===== config.mk =====
export PLATFORM = sky130hd
export DESIGN_NAME = host_cmd_xlate
export DESIGN_NICKNAME = d
export VERILOG_FILES = /design/src/rtl/hcx_pkg.sv /design/src/rtl/hcx_ctrl.sv /design/src/rtl/hcx_dpath.sv /design/src/rtl/host_cmd_xlate.sv
export SDC_FILE = /design/constraint.sdc
export NUM_CORES = 1
export LEC_CHECK = 0
export BUFFER_PORTS_ARGS = -buffer_cell sky130_fd_sc_hd__buf_2
export CAP_MARGIN = 15
export CORE_UTILIZATION = 37
export DETAILED_ROUTE_END_ITERATION = 12
export SLEW_MARGIN = 20
export SYNTH_ARGS = -nofsm -noshare
export SYNTH_HDL_FRONTEND = slang
export SYNTH_SLANG_ARGS = --single-unit

===== constraint.sdc =====
create_clock -name clk -period 4.33 [get_ports clk]
set_input_delay 0.866 -clock clk [delete_from_list [all_inputs] [get_ports clk]]
set_output_delay 0.866 -clock clk [all_outputs]
set_load 0.01 [all_outputs]

===== src/rtl/hcx_pkg.sv =====
package hcx_pkg;

  typedef enum logic [2:0] {
    CMD_IDLE  = 3'b111,
    CMD_ADDR  = 3'b011,
    CMD_WRITE = 3'b010,
    CMD_READ  = 3'b001,
    CMD_BURST = 3'b110
  } hcxCmd_e;

  typedef struct packed {
    logic latchAddr;
    logic wrReg;
    logic rdDrive;
    logic burstWord;
  } hcxStrobe_t;

endpackage


===== src/rtl/hcx_ctrl.sv =====
module hcx_ctrl
  import hcx_pkg::*;
(
  input  logic [2:0]  ctlCode,
  output hcxStrobe_t  strobe
);

  // One strobe per recognised code; the remaining codes leave all strobes low.
  always_comb begin
    strobe = '0;
    case (ctlCode)
      CMD_ADDR:  strobe.latchAddr = 1'b1;
      CMD_WRITE: strobe.wrReg     = 1'b1;
      CMD_READ:  strobe.rdDrive   = 1'b1;
      CMD_BURST: strobe.burstWord = 1'b1;
      default:   strobe = '0;
    endcase
  end

endmodule


===== src/rtl/hcx_dpath.sv =====
module hcx_dpath
  import hcx_pkg::*;
#(
  parameter int DATA_W   = 16,
  parameter int NUM_CTRL = 4,
  parameter int NUM_STAT = 2
) (
  input  logic                         clk,
  input  logic                         rstN,
  input  hcxStrobe_t                   strobe,
  input  logic [DATA_W-1:0]            busIn,
  input  logic [NUM_STAT*DATA_W-1:0]   statusIn,
  output logic [DATA_W-1:0]            busOut,
  output logic                         busOe,
  output logic [NUM_CTRL*DATA_W-1:0]   ctrlRegs,
  output logic                         fifoWrEn,
  output logic [DATA_W-1:0]            fifoWrData
);

  logic [DATA_W-1:0] addrQ;
  logic [DATA_W-1:0] ctrlQ [NUM_CTRL];
  logic [DATA_W-1:0] holdQ;
  logic              holdValidQ;
  logic [DATA_W-1:0] rdData;

  // Address register: the full word is kept so large values stay unmapped.
  always_ff @(posedge clk or negedge rstN) begin
    if (!rstN)                 addrQ <= '0;
    else if (strobe.latchAddr) addrQ <= busIn;
  end

  // Writable control bank, one register per generate slice.
  for (genvar g = 0; g < NUM_CTRL; g++) begin : gCtrl
    always_ff @(posedge clk or negedge rstN) begin
      if (!rstN)
        ctrlQ[g] <= '0;
      else if (strobe.wrReg && (addrQ == DATA_W'(g)))
        ctrlQ[g] <= busIn;
    end
    assign ctrlRegs[g*DATA_W +: DATA_W] = ctrlQ[g];
  end

  // Read mux: the control bank first, then status, and zero for anything else.
  always_comb begin
    rdData = '0;
    for (int i = 0; i < NUM_CTRL; i++)
      if (addrQ == DATA_W'(i)) rdData = ctrlQ[i];
    for (int k = 0; k < NUM_STAT; k++)
      if (addrQ == DATA_W'(NUM_CTRL + k)) rdData = statusIn[k*DATA_W +: DATA_W];
  end

  assign busOut = rdData;
  assign busOe  = strobe.rdDrive;

  // Burst path: hold one word and push it when its successor arrives.
  always_ff @(posedge clk or negedge rstN) begin
    if (!rstN) begin
      holdQ      <= '0;
      holdValidQ <= 1'b0;
      fifoWrEn   <= 1'b0;
      fifoWrData <= '0;
    end else if (strobe.burstWord) begin
      holdQ      <= busIn;
      holdValidQ <= 1'b1;
      fifoWrEn   <= holdValidQ;
      if (holdValidQ) fifoWrData <= holdQ;
    end else begin
      holdValidQ <= 1'b0;
      fifoWrEn   <= 1'b0;
    end
  end

endmodule


===== src/rtl/host_cmd_xlate.sv =====
module host_cmd_xlate
  import hcx_pkg::*;
#(
  parameter int DATA_W   = 16,
  parameter int NUM_CTRL = 4,
  parameter int NUM_STAT = 2,
  parameter int SRC_BIT  = 0
) (
  input  logic                         clk,
  input  logic                         rstN,
  input  logic [2:0]                   ctlCode,
  input  logic [DATA_W-1:0]            busIn,
  output logic [DATA_W-1:0]            busOut,
  output logic                         busOe,
  input  logic [NUM_STAT*DATA_W-1:0]   statusIn,
  output logic [NUM_CTRL*DATA_W-1:0]   ctrlRegs,
  output logic                         srcSelHost,
  output logic                         fifoWrEn,
  output logic [DATA_W-1:0]            fifoWrData
);

  hcxStrobe_t strobe;

  hcx_ctrl i_ctrl (
    .ctlCode (ctlCode),
    .strobe  (strobe)
  );

  hcx_dpath #(
    .DATA_W   (DATA_W),
    .NUM_CTRL (NUM_CTRL),
    .NUM_STAT (NUM_STAT)
  ) i_dpath (
    .clk        (clk),
    .rstN       (rstN),
    .strobe     (strobe),
    .busIn      (busIn),
    .statusIn   (statusIn),
    .busOut     (busOut),
    .busOe      (busOe),
    .ctrlRegs   (ctrlRegs),
    .fifoWrEn   (fifoWrEn),
    .fifoWrData (fifoWrData)
  );

  assign srcSelHost = ctrlRegs[SRC_BIT];

endmodule


* After elaboration in Yosys (flattened, before gate mapping)
Cells that the tools add are included.
** Word-level totals
- Register bits :: 114
- Bits in latches :: 0
- RAM bits :: 0
- Bits in read-only memories :: 0
- Bits of input ports :: 53
- Output and inout port bits :: 99
- Logic and storage cells :: 36
- Memories kept :: 0
** Operators by class
- Add/subtract/negate cells :: 0
- Multipliers :: 0
- Div/mod/pow operators :: 0
- Magnitude comparators :: 0
- Equal/unequal tests :: 9
- Shifts and indexed selects :: 0
- Muxes and demuxes :: 12
- Bitwise gates (word level) :: 0
- Reductions and logical operators :: 6
** Operators with widths (count)
- two-way mux 16 bit :: 6
- == test 16 x 2 -> 1 bit (second input constant) :: 2
- == test 16 x 3 -> 1 bit (second input constant) :: 2
- == test 16 x 1 -> 1 bit (second input constant) :: 1
- logical NOT 16 bit :: 1
- == test 3 x 2 -> 1 bit (second input constant) :: 2
- two-way mux 1 bit :: 6
- logical AND 1 bit :: 4
- == test 3 x 1 -> 1 bit (second input constant) :: 1
- == test 3 bit (second input constant) :: 1
- AND reduction 2 bit :: 1

* Logic depth before layout (Yosys ltp)
Gate-level depths: netlist of run 1.
- Depth in word-level cells :: 7
- Mapped depth :: 6
- Mapped depth without buffers :: 4

* Cells and area by module
From an unflattened synthesis of run 1, not the netlist that was laid out.
** Second synthesis, totals
- Cell total of the unflattened synthesis :: 332
- Area total of the unflattened synthesis :: 5165.0 um2
** By module, submodules not included
- hcx_dpath :: times used 1, cells an instance 327, area each 5122.4 um2, seq. area each 2852.7 um2
- hcx_ctrl :: times used 1, cells an instance 4, area each 35.0 um2, seq. area each 0.0 um2
- host_cmd_xlate :: times used 1, cells an instance 1, area each 7.5 um2, seq. area each 0.0 um2

* Least setup slack after synthesis of run 1
OpenSTA, ideal clock, no wires.
- Path type :: register -> output
- Start :: reg i_dpath.addrQ[7]
- End :: out busOut[0]
- Arrival time :: 1.761 ns
- Required time :: 3.464 ns
- Path slack :: 1.703 ns
- Stages on the path, launching flop included :: 6
- Path buffers :: 1
- Cells stage by stage :: dfrtp_1 > nor4_2 > and4bb_2 > nand2_1 > clkbuf_1 > o32ai_1
** Between the ends
- Word-level cells in the longest chain between the ends :: 7
- Elaborated cells between the ends (all ways) :: 12
- Those cells by class :: eq/ne (5); mux (6); reduce/logical (1)
** RTL lines
- start, declared :: RTL line hcx_dpath.sv:20 : logic [DATA_W-1:0] addrQ;
- start signal, assigned :: RTL line hcx_dpath.sv:29 : else if (strobe.latchAddr) addrQ <= busIn;
- logical NOT 16 bit :: RTL line hcx_dpath.sv:47 : if (addrQ == DATA_W'(i)) rdData = ctrlQ[i];
- two-way mux 16 bit (4 in series) :: RTL line hcx_dpath.sv:47
- two-way mux 16 bit :: RTL line hcx_dpath.sv:49 : if (addrQ == DATA_W'(NUM_CTRL + k)) rdData = statusIn[k*DATA_W +: DATA_W];
- two-way mux 16 bit (*) :: RTL line hcx_dpath.sv:49
- end, declared :: RTL line host_cmd_xlate.sv:13 : output logic [DATA_W-1:0] busOut,
Mark *: on every way between the ends. The rest lies on a longest branch, timed or not.

* Worst setup path after layout of run 1
- Start :: reg i_dpath.addrQ[8]
- End :: out busOut[11]
Same word-level chain as after synthesis.

==> results of run 1 <==
[flip-flops by register name (all words and copies together) (netlist names)]
signal,cells
i_dpath.fifoWrData,16
i_dpath.ctrlRegs,64
i_dpath.fifoWrEn,1
i_dpath.holdValidQ,1
i_dpath.addrQ,16
i_dpath.holdQ,16
[worst min-delay path, delay by kind of cell (launching register included)]
family | cells | cell delay, ns
flops | 1 | 0.34
simple gates | 2 | 0.10
[path summary, 6_finish.rpt]
| kind | slack (ns) | from | end | cells after the start |
|---|---|---|---|---|
| max | 0.73 | i_dpath.addrQ[8]$_DFFE_PN0N_ | busOut[11] | 5 |
| min | 0.47 | i_dpath.holdQ[4]$_DFFE_PN0P_ | i_dpath.holdQ[4]$_DFFE_PN0P_ | 2 |
| max reg2reg | 1.70 | i_dpath.addrQ[8]$_DFFE_PN0N_ | i_dpath.ctrlRegs[8]$_DFFE_PN0P_ | 4 |
| min reg2reg | 0.47 | i_dpath.holdQ[4]$_DFFE_PN0P_ | i_dpath.holdQ[4]$_DFFE_PN0P_ | 2 |
| max in group asynchronous | 2.94 | rstN | i_dpath.ctrlRegs[12]$_DFFE_PN0P_ | 2 |
| min in group asynchronous | 0.51 | rstN | i_dpath.fifoWrEn$_DFF_PN0_ | 1 |
[area by class of cell]
type                            count  share of cell area
Multi-Input combinational cell    246              0.3199
Tap cell                          176             0.03294
Clock buffer                       22             0.07243
Clock inverter                     10             0.02658
Sequential cell                   114              0.4269
Timing Repair Buffer              157              0.1202
Inverter                            2            0.001123
[power breakdown]
part           total, mW  switching, mW  internal (mW)
Combinational      0.372          0.196          0.176
Clock               1.55          0.474           1.08
Sequential          1.24         0.0783           1.16
[per-stage QoR]
| stage | power [mW] | utilization | cells |
|---|---|---|---|
| 4_1_cts | 3.193 | 0.5008 | 727 |
| 6_report | 3.163 | 0.5008 | 727 |
| 5_1_grt | 3.286 | 0.5008 | 727 |
| 3_3_place_gp | 1.622 | 0.4513 | 695 |
| 3_5_place_dp | 1.633 | 0.4513 | 695 |
| 2_1_floorplan | 1.461 | - | 384 |
[cells in the final DEF, fill, tap and decap left out, drive strengths merged, types with 4 or more instances in the layout]
| cell | count |
|---|---|
| clkinv | 5 |
| nand2 | 51 |
| mux2 | 109 |
| nand4b | 4 |
| clkbuf | 22 |
| buf | 157 |
| dfrtp | 114 |
| mux2i | 16 |
| o22ai | 16 |
| bufinv | 5 |
| nor2 | 14 |
| o32ai | 13 |
[metal layers]
metal / up-vias / wire length, µm / track usage
met5: - / 0 / 0
met4: 0 / 195 / 0.07422
met3: 14 / 853 / 0.05412
met2: 129 / 6625 / 0.3328
met1: 1905 / 6084 / 0.2700
li1: 1716 / - / -
[logic make-up (layout without fill, tap and decap cells)]
logic type | Yosys count | count (layout) | share of synthesized area
buffers and inverters | 24 | 191 | 0.02110
AOI/OAI and AO/OA | 35 | 35 | 0.05227
DFF | 114 | 114 | 0.5595
muxes | 125 | 125 | 0.2795
and+or+nand+nor | 86 | 86 | 0.08761
==> impl_summary.log, run 1 <==
[metrics] number of remaining DRC errors: 0
[metrics] most used flip-flop cell after synthesis: sky130_fd_sc_hd__dfrtp_1
[metrics] number of enable-type register cells in the synthesized netlist: 0
[metrics] Hold Path Class: reg -> reg
[metrics] Filler Cells Inserted: around 1.2k
[metrics] post-CTS setup buffers: 0
[metrics] total placed instance area: between 6000 and 7000 µm²
[metrics] Via Count: around 3.8k
[metrics] synthesized area per cell: around 13 µm²
[metrics] number of synthesized register bits: 114
[metrics] PostCTS Resize Cnt: 0
[metrics] max-slew violation total from the final report: 0
[metrics] number of unique standard cell types used by synthesis: 33
[metrics] setup TNS: 0 ns
[metrics] pwr dens: 473.1 nW/µm²
[metrics] Worst IR Drop VDD: 216.0 µV
[metrics] wire length of the first global-routing pass: 21870 µm
[metrics] cells along the critical path: nor4_2, and3b_1, nand4b_1, o32ai_1, buf_2
[metrics] detailed placement HPWL: roughly 9300 µm
[metrics] cell at the slowest stage of the critical path: sky130_fd_sc_hd__nand4b_1
[metrics] share of flip-flops with an asynchronous set or reset after synthesis: 1.000
[metrics] number of antenna violations at the first check in global routing: 0
[metrics] yosys synthesis warning count: 0
[metrics] endpoints failing setup: 0
[metrics] largest buffer count on any clock path: 2
[metrics] Crit Path Class: reg -> out
[metrics] length of the first detailed-routing pass in iterations: 4
[metrics] multi-input gate area in the final layout: about 2100 µm²
[metrics] later-pin clock latency in the skew report: ~0.4 ns
[metrics] relative max-transition margin: 0.2755
[metrics] horizontal extent of the die: 119.4 µm
[metrics] required time of the critical path: around 3.5 ns
[metrics] setup repair after global routing missed its margin: false
[metrics] vias in the first global route: about 4k
[metrics] post-route clock skew: between 0.006 and 0.007 ns
[metrics] leakage power total: 3.687 nW
[metrics] Worst Tran Pin Value: 1.084 ns
[metrics] clock-pin slew reported for the worst setup and hold paths after clock tree synthesis: around 0.05 ns
[metrics] TritonCTS clock tree: yes
[metrics] commonest cells in the netlist: 114 x sky130_fd_sc_hd__dfrtp_1, 98 x sky130_fd_sc_hd__mux2_2, 51 x sky130_fd_sc_hd__nand2_1
[metrics] run status: completed
[metrics] slowest cell delay on critical path: around 0.76 ns
[metrics] total number of nets in the final design: roughly 590
[metrics] Highest Clock Rate: 0.2779 GHz
[metrics] Die Outline Area: between 10000 and 15000 µm²
[metrics] post-detailed-route count of antenna-violating nets: 0
[metrics] final hold slack: approximately 0.47 ns
[metrics] setup slack after placement: between 1 and 1.5 ns
[metrics] highest fanout seen on the critical path: 16
[metrics] fraction of the yosys area taken by sequential cells: 0.5595
[metrics] total standard cell area after synthesis: 5099 µm²
[metrics] initial core utilization: 0.3820
[metrics] number of DRC violations after detailed-routing iteration 0: around 170
[metrics] DRT Wirelength: about 14000 µm
[metrics] maximum number of pins on one net before global-route repair: between 50 and 60
[metrics] Tot GR Track Use: 0.2073
[metrics] largest cells by area after synthesis: sky130_fd_sc_hd__dfrtp_1 56%, sky130_fd_sc_hd__mux2_2 22%, sky130_fd_sc_hd__nand2_1 3.8%
[metrics] cell count after synthesis: about 380
[metrics] worst-case setup margin in the final layout: between 0.7 and 0.8 ns
[metrics] hold-fix buffers at CTS: 0
[metrics] most numerous cell in the Yosys netlist: sky130_fd_sc_hd__dfrtp_1
[metrics] Synth area leader: sky130_fd_sc_hd__dfrtp_1
[metrics] time the worst path needs with I/O delays and setup: 3.598 ns
[metrics] weighted congestion reported at the end of routability-driven placement: approximately 0.8
[metrics] FF+latch area: between 2000 and 3000 µm²
[metrics] number of max-capacitance violations reported: 0
[metrics] number of placed I/O pins: approximately 150
[metrics] row cnt: 42
[metrics] CP endpoint kind: output pin
[metrics] CTS H-Tree Depth: 4
[metrics] Setup crit start kind: flip-flop
[metrics] layout overhead on the synthesized area: 31.12%
[metrics] kind of cell with the highest combined delay on the critical path: simple AND/OR/NAND/NOR gates
[metrics] number of clock sinks seen by CTS: about 110
[metrics] share of cells above drive strength 1: 0.5499
[metrics] post-route fraction of the period consumed by the critical path: 0.8310
[metrics] Bufs and invs on worst path: 1
[metrics] final cell area excluding filler cells: between 6000 and 7000 µm²
[metrics] count of buffers from port buffering: 151
[metrics] overall overflow remaining after global route: 0
[metrics] TritonCTS Buffers: 17
[metrics] total inserted antenna cells: 0
[metrics] vertical extent of the die: roughly 120 µm
[metrics] Post-Syn Nets: ~440
[metrics] average routed wire per standard cell: roughly 19 µm
[metrics] library cell used as clock root buffer: sky130_fd_sc_hd__clkbuf_16
[metrics] detail-routed via count per cell: between 5 and 6
[metrics] Final Hold Vio Count: 0
[metrics] Yosys top cell area share: 0.5595
[metrics] CP arrival: 2.73 ns
[metrics] core area: approximately 13000 µm²
Note: power is estimated with default switching activity, not from simulation.
==> inputs of run 2 (changes only) <==
ABC_AREA = 1   (was not set)
clock period = 3.2 ns   (was 4.33 ns; I/O delays follow)
==> impl_summary.log, run 2 <==
[metrics] weighted congestion reported at the end of routability-driven placement: 0.9317 (+15%)
[metrics] post-route clock skew: 0.006497 ns (-0.0002042 ns)
[metrics] relative max-transition margin: 0.3448 (+0.06929)
[metrics] library cell used as clock root buffer: sky130_fd_sc_hd__clkbuf_16
[metrics] Final Hold Vio Count: 0 (unchanged)
[metrics] number of clock sinks seen by CTS: 114 (unchanged)
[metrics] most numerous cell in the Yosys netlist: sky130_fd_sc_hd__nand2_1
[metrics] cell count after synthesis: 669 (+74%)
[metrics] length of the first detailed-routing pass in iterations: 5 (+1)
[metrics] CP arrival: 2.38 ns (-0.35 ns)
[metrics] Worst IR Drop VDD: 255.3 µV (+18%)
[metrics] overall overflow remaining after global route: 0 (unchanged)
[metrics] largest buffer count on any clock path: 2 (unchanged)
[metrics] number of enable-type register cells in the synthesized netlist: 0 (unchanged)
[metrics] run status: completed
[metrics] endpoints failing setup: 0 (unchanged)
[metrics] combinational share of power: 0.116 (-0.002)
[metrics] required time of the critical path: 2.56 ns (-0.90 ns)
[metrics] Hold Path Class: in -> async
[metrics] count of buffers from port buffering: 151 (unchanged)
[metrics] initial core utilization: 0.3840 (+0.002049)
[metrics] vias in the first global route: 4756 (+22%)
[metrics] detailed placement HPWL: 11940 µm (+28%)
[metrics] highest fanout seen on the critical path: 16 (unchanged)
[metrics] multi-input gate area in the final layout: 2127 µm² (-0.53%)
[metrics] number of unique standard cell types used by synthesis: 25 (-24%)
[metrics] total inserted antenna cells: 0 (unchanged)
[metrics] number of DRC violations after detailed-routing iteration 0: 379 (+120%)
[metrics] Crit Path Class: reg -> out
[metrics] share of cells above drive strength 1: 0.2597 (-0.2902)
[metrics] maximum number of pins on one net before global-route repair: 84 (+50%)
[metrics] total number of nets in the final design: 869 (+47%)
[metrics] row cnt: 43 (+2.4%)
[metrics] Yosys top cell area share: 0.5290 (-0.03051)
[metrics] Flop pwr share: 0.416 (+0.024)
[metrics] number of remaining DRC errors: 0 (unchanged)
[metrics] post-detailed-route count of antenna-violating nets: 0 (unchanged)
[metrics] layout overhead on the synthesized area: 27.96%
[metrics] clock-pin slew reported for the worst setup and hold paths after clock tree synthesis: 0.05 ns (about the same)
[metrics] number of placed I/O pins: 152 (unchanged)
[metrics] share of flip-flops with an asynchronous set or reset after synthesis: 1.000 (unchanged)
[metrics] Synth area leader: sky130_fd_sc_hd__dfrtp_1
[metrics] Filler Cells Inserted: 1353 (+13%)
[metrics] Via Count: 5022 (+33%)
[metrics] number of synthesized register bits: 114 (unchanged)
[metrics] FF+latch area: 2853 µm² (about the same)
[metrics] total standard cell area after synthesis: 5393 µm² (+5.8%)
[metrics] top library cells by usage in the layout, fill and taps aside: 189 x sky130_fd_sc_hd__nand2_1, 150 x sky130_fd_sc_hd__buf_2, 114 x sky130_fd_sc_hd__dfrtp_1, 98 x sky130_fd_sc_hd__o21ai_0, 77 x sky130_fd_sc_hd__nor2_1
[metrics] Highest Clock Rate: 0.3310 GHz
[metrics] core area: 14040 µm² (+5.2%)
[metrics] commonest cells in the netlist: 189 x sky130_fd_sc_hd__nand2_1, 114 x sky130_fd_sc_hd__dfrtp_1, 98 x sky130_fd_sc_hd__o21ai_0
[metrics] commonest non-fill, non-tap cell in the layout: sky130_fd_sc_hd__nand2_1
[metrics] most used flip-flop cell after synthesis: sky130_fd_sc_hd__dfrtp_1
[metrics] horizontal extent of the die: 122.7 µm (+2.8%)
[metrics] TritonCTS Buffers: 17 (unchanged)
[metrics] DRT Wirelength: 16600 µm (+21%)
[metrics] number of max-capacitance violations reported: 0 (unchanged)
[metrics] max-slew violation total from the final report: 0 (unchanged)
[metrics] setup repair after global routing missed its margin: false
[metrics] detail-routed via count per cell: 4.982 (-3.8%)
[metrics] post-route fraction of the period consumed by the critical path: 0.9441
[metrics] Die Outline Area: 15060 µm² (+5.7%)
[metrics] average routed wire per standard cell: 16.47 µm (-13%)
[metrics] relative contribution of the clock network to total power: 0.468 (-0.022)
[metrics] yosys synthesis warning count: 0 (unchanged)
[metrics] leakage power total: 3.528 nW (-4.3%)
[metrics] design internal power: 2.922 mW (+21%)
[metrics] Worst Tran Pin Value: 0.9801 ns (-0.1036 ns)
[metrics] switching component of the power: 1.046 mW (+40%)
[metrics] setup TNS: 0 ns (unchanged)
[metrics] TritonCTS clock tree: yes
[metrics] fraction of the yosys area taken by sequential cells: 0.5290 (-0.03051)
[metrics] Tot GR Track Use: 0.2305 (+0.02317)
[metrics] Final Total Pwr: 3.967 mW (+25%)
[metrics] CP endpoint kind: output pin
[metrics] pwr dens: 574.9 nW/µm² (+22%)
[metrics] time the worst path needs with I/O delays and setup: a little over 3 ns
[metrics] Post-Syn Nets: 722 (+65%)
[metrics] CTS H-Tree Depth: 4 (unchanged)
[metrics] Largest register FFs: 64 (unchanged)
[metrics] synthesized area per cell: 8.061 µm² (-39%)
[metrics] vertical extent of the die: 122.7 µm (+2.8%)
[metrics] largest cells by area after synthesis: sky130_fd_sc_hd__dfrtp_1 53%, sky130_fd_sc_hd__nand2_1 13%, sky130_fd_sc_hd__o21ai_0 9.1%
[metrics] number of antenna violations at the first check in global routing: 0 (unchanged)
[metrics] Setup crit start kind: flip-flop
[metrics] switching power as a share of total power: 0.2636 (+0.02691)
[metrics] wire length of the first global-routing pass: 25720 µm (+18%)
[metrics] later-pin clock latency in the skew report: 0.41 ns (about the same)
-- run 2: cell types whose count changed in the layout (fill, tap and decap cells not counted), sizes merged, moves of 13 or more --
cell / before / now
a21oi: 0 / 16
inv: 1 / 65
mux2: 109 / 0
mux2i: 16 / 0
nand2: 51 / 193
nor2: 14 / 83
o2111ai: 0 / 16
o211ai: 0 / 16
o21ai: 0 / 120
o22ai: 16 / 0
o32ai: 13 / 0
-- run 2: per-layer routing --
metal	track usage	wire, µm	share of wire
met5	0	0	0
met2	0.3441	7586	0.46
met4	0.07241	254	0.015
met3	0.05669	1208	0.073
met1	0.3277	7551	0.45
-- run 2: worst max-delay path: stages (launching register included) --
cell                      delay (ns)
sky130_fd_sc_hd__dfrtp_1        0.39
sky130_fd_sc_hd__nor2_1         0.10
sky130_fd_sc_hd__nand2_1        0.12
sky130_fd_sc_hd__inv_1          0.19
sky130_fd_sc_hd__buf_4          0.27
sky130_fd_sc_hd__nand2_4        0.16
sky130_fd_sc_hd__nand2_1        0.10
sky130_fd_sc_hd__nor2_1         0.04
sky130_fd_sc_hd__nor2_1         0.20
sky130_fd_sc_hd__nand2_1        0.11
sky130_fd_sc_hd__nand2_1        0.08
sky130_fd_sc_hd__a21oi_1        0.06
sky130_fd_sc_hd__buf_2          0.14
-- run 2: stage by stage --
stage	utilization	worst slack [ns]	hold slack [ns]	instances	instance area (µm²)
floorplan	-	1.063	0.3444	669	5393
global placement	0.4480	0.6700	0.4639	976	6291
detailed placement	0.4480	0.6232	0.4691	976	6291
CTS	0.4894	0.1643	0.4427	1007	6872
global route	0.4914	0.005586	0.3398	1008	6900
finish	0.4914	0.1789	0.2779	1008	6900
-- run 2: cells by family after synthesis --
family | after synthesis | share of synthesized area
AND/OR/NAND/NOR | 284 | 0.2125
flip-flops | 114 | 0.5290
AO/OA/AOI/OAI | 168 | 0.1787
buffers and inverters | 103 | 0.07982
-- run 2: worst paths after layout --
| check | from | to | slack [ns] | depth (start not counted) |
|---|---|---|---|---|
| max in group asynchronous | rstN | i_dpath.ctrlRegs[6]$_DFFE_PN0P_ | 2.14 | 2 |
| min in group clk | busIn[12] | i_dpath.holdQ[12]$_DFFE_PN0P_ | 0.46 | 3 |
| worst max register to register | i_dpath.addrQ[1]$_DFFE_PN0N_ | i_dpath.ctrlRegs[35]$_DFFE_PN0P_ | 1.15 | 8 |
| worst max-delay path | i_dpath.addrQ[6]$_DFFE_PN0N_ | busOut[2] | 0.18 | 12 |
| worst min-delay path | rstN | i_dpath.ctrlRegs[4]$_DFFE_PN0P_ | 0.28 | 1 |
| worst min register to register | i_dpath.holdQ[7]$_DFFE_PN0P_ | i_dpath.fifoWrData[7]$_DFFE_PN0P_ | 0.47 | 2 |
-- run 2: repair_timing --
item / 4_1_cts / 5_1_grt
hold buffers: 0 / 0
hold endpoints to repair: 0 / 0
resized for setup: 0 / 3
setup endpoints to repair: 0 / 14
buffers inserted: 0 / 1
-- run 2: cell type report --
type	count	share of cell area
clock buffer	22	0.06872
clock inverter	9	0.01541
inverter	66	0.03590
multi-input combinational	452	0.3083
sequential	114	0.4134
tap	180	0.03264
timing repair buffer	165	0.1257
-- run 2: power groups by stage --
| stage | combinational, mW | sequential (mW) | clock (mW) |
|---|---|---|---|
| after global routing | 0.517 | 1.66 | 1.94 |
| final | 0.461 | 1.65 | 1.86 |
| after global placement | 0.445 | 1.67 | 0 |
| after detailed placement | 0.460 | 1.67 | 0 |
| after CTS | 0.461 | 1.65 | 1.88 |
| after floorplan | 0.234 | 1.68 | 0 |
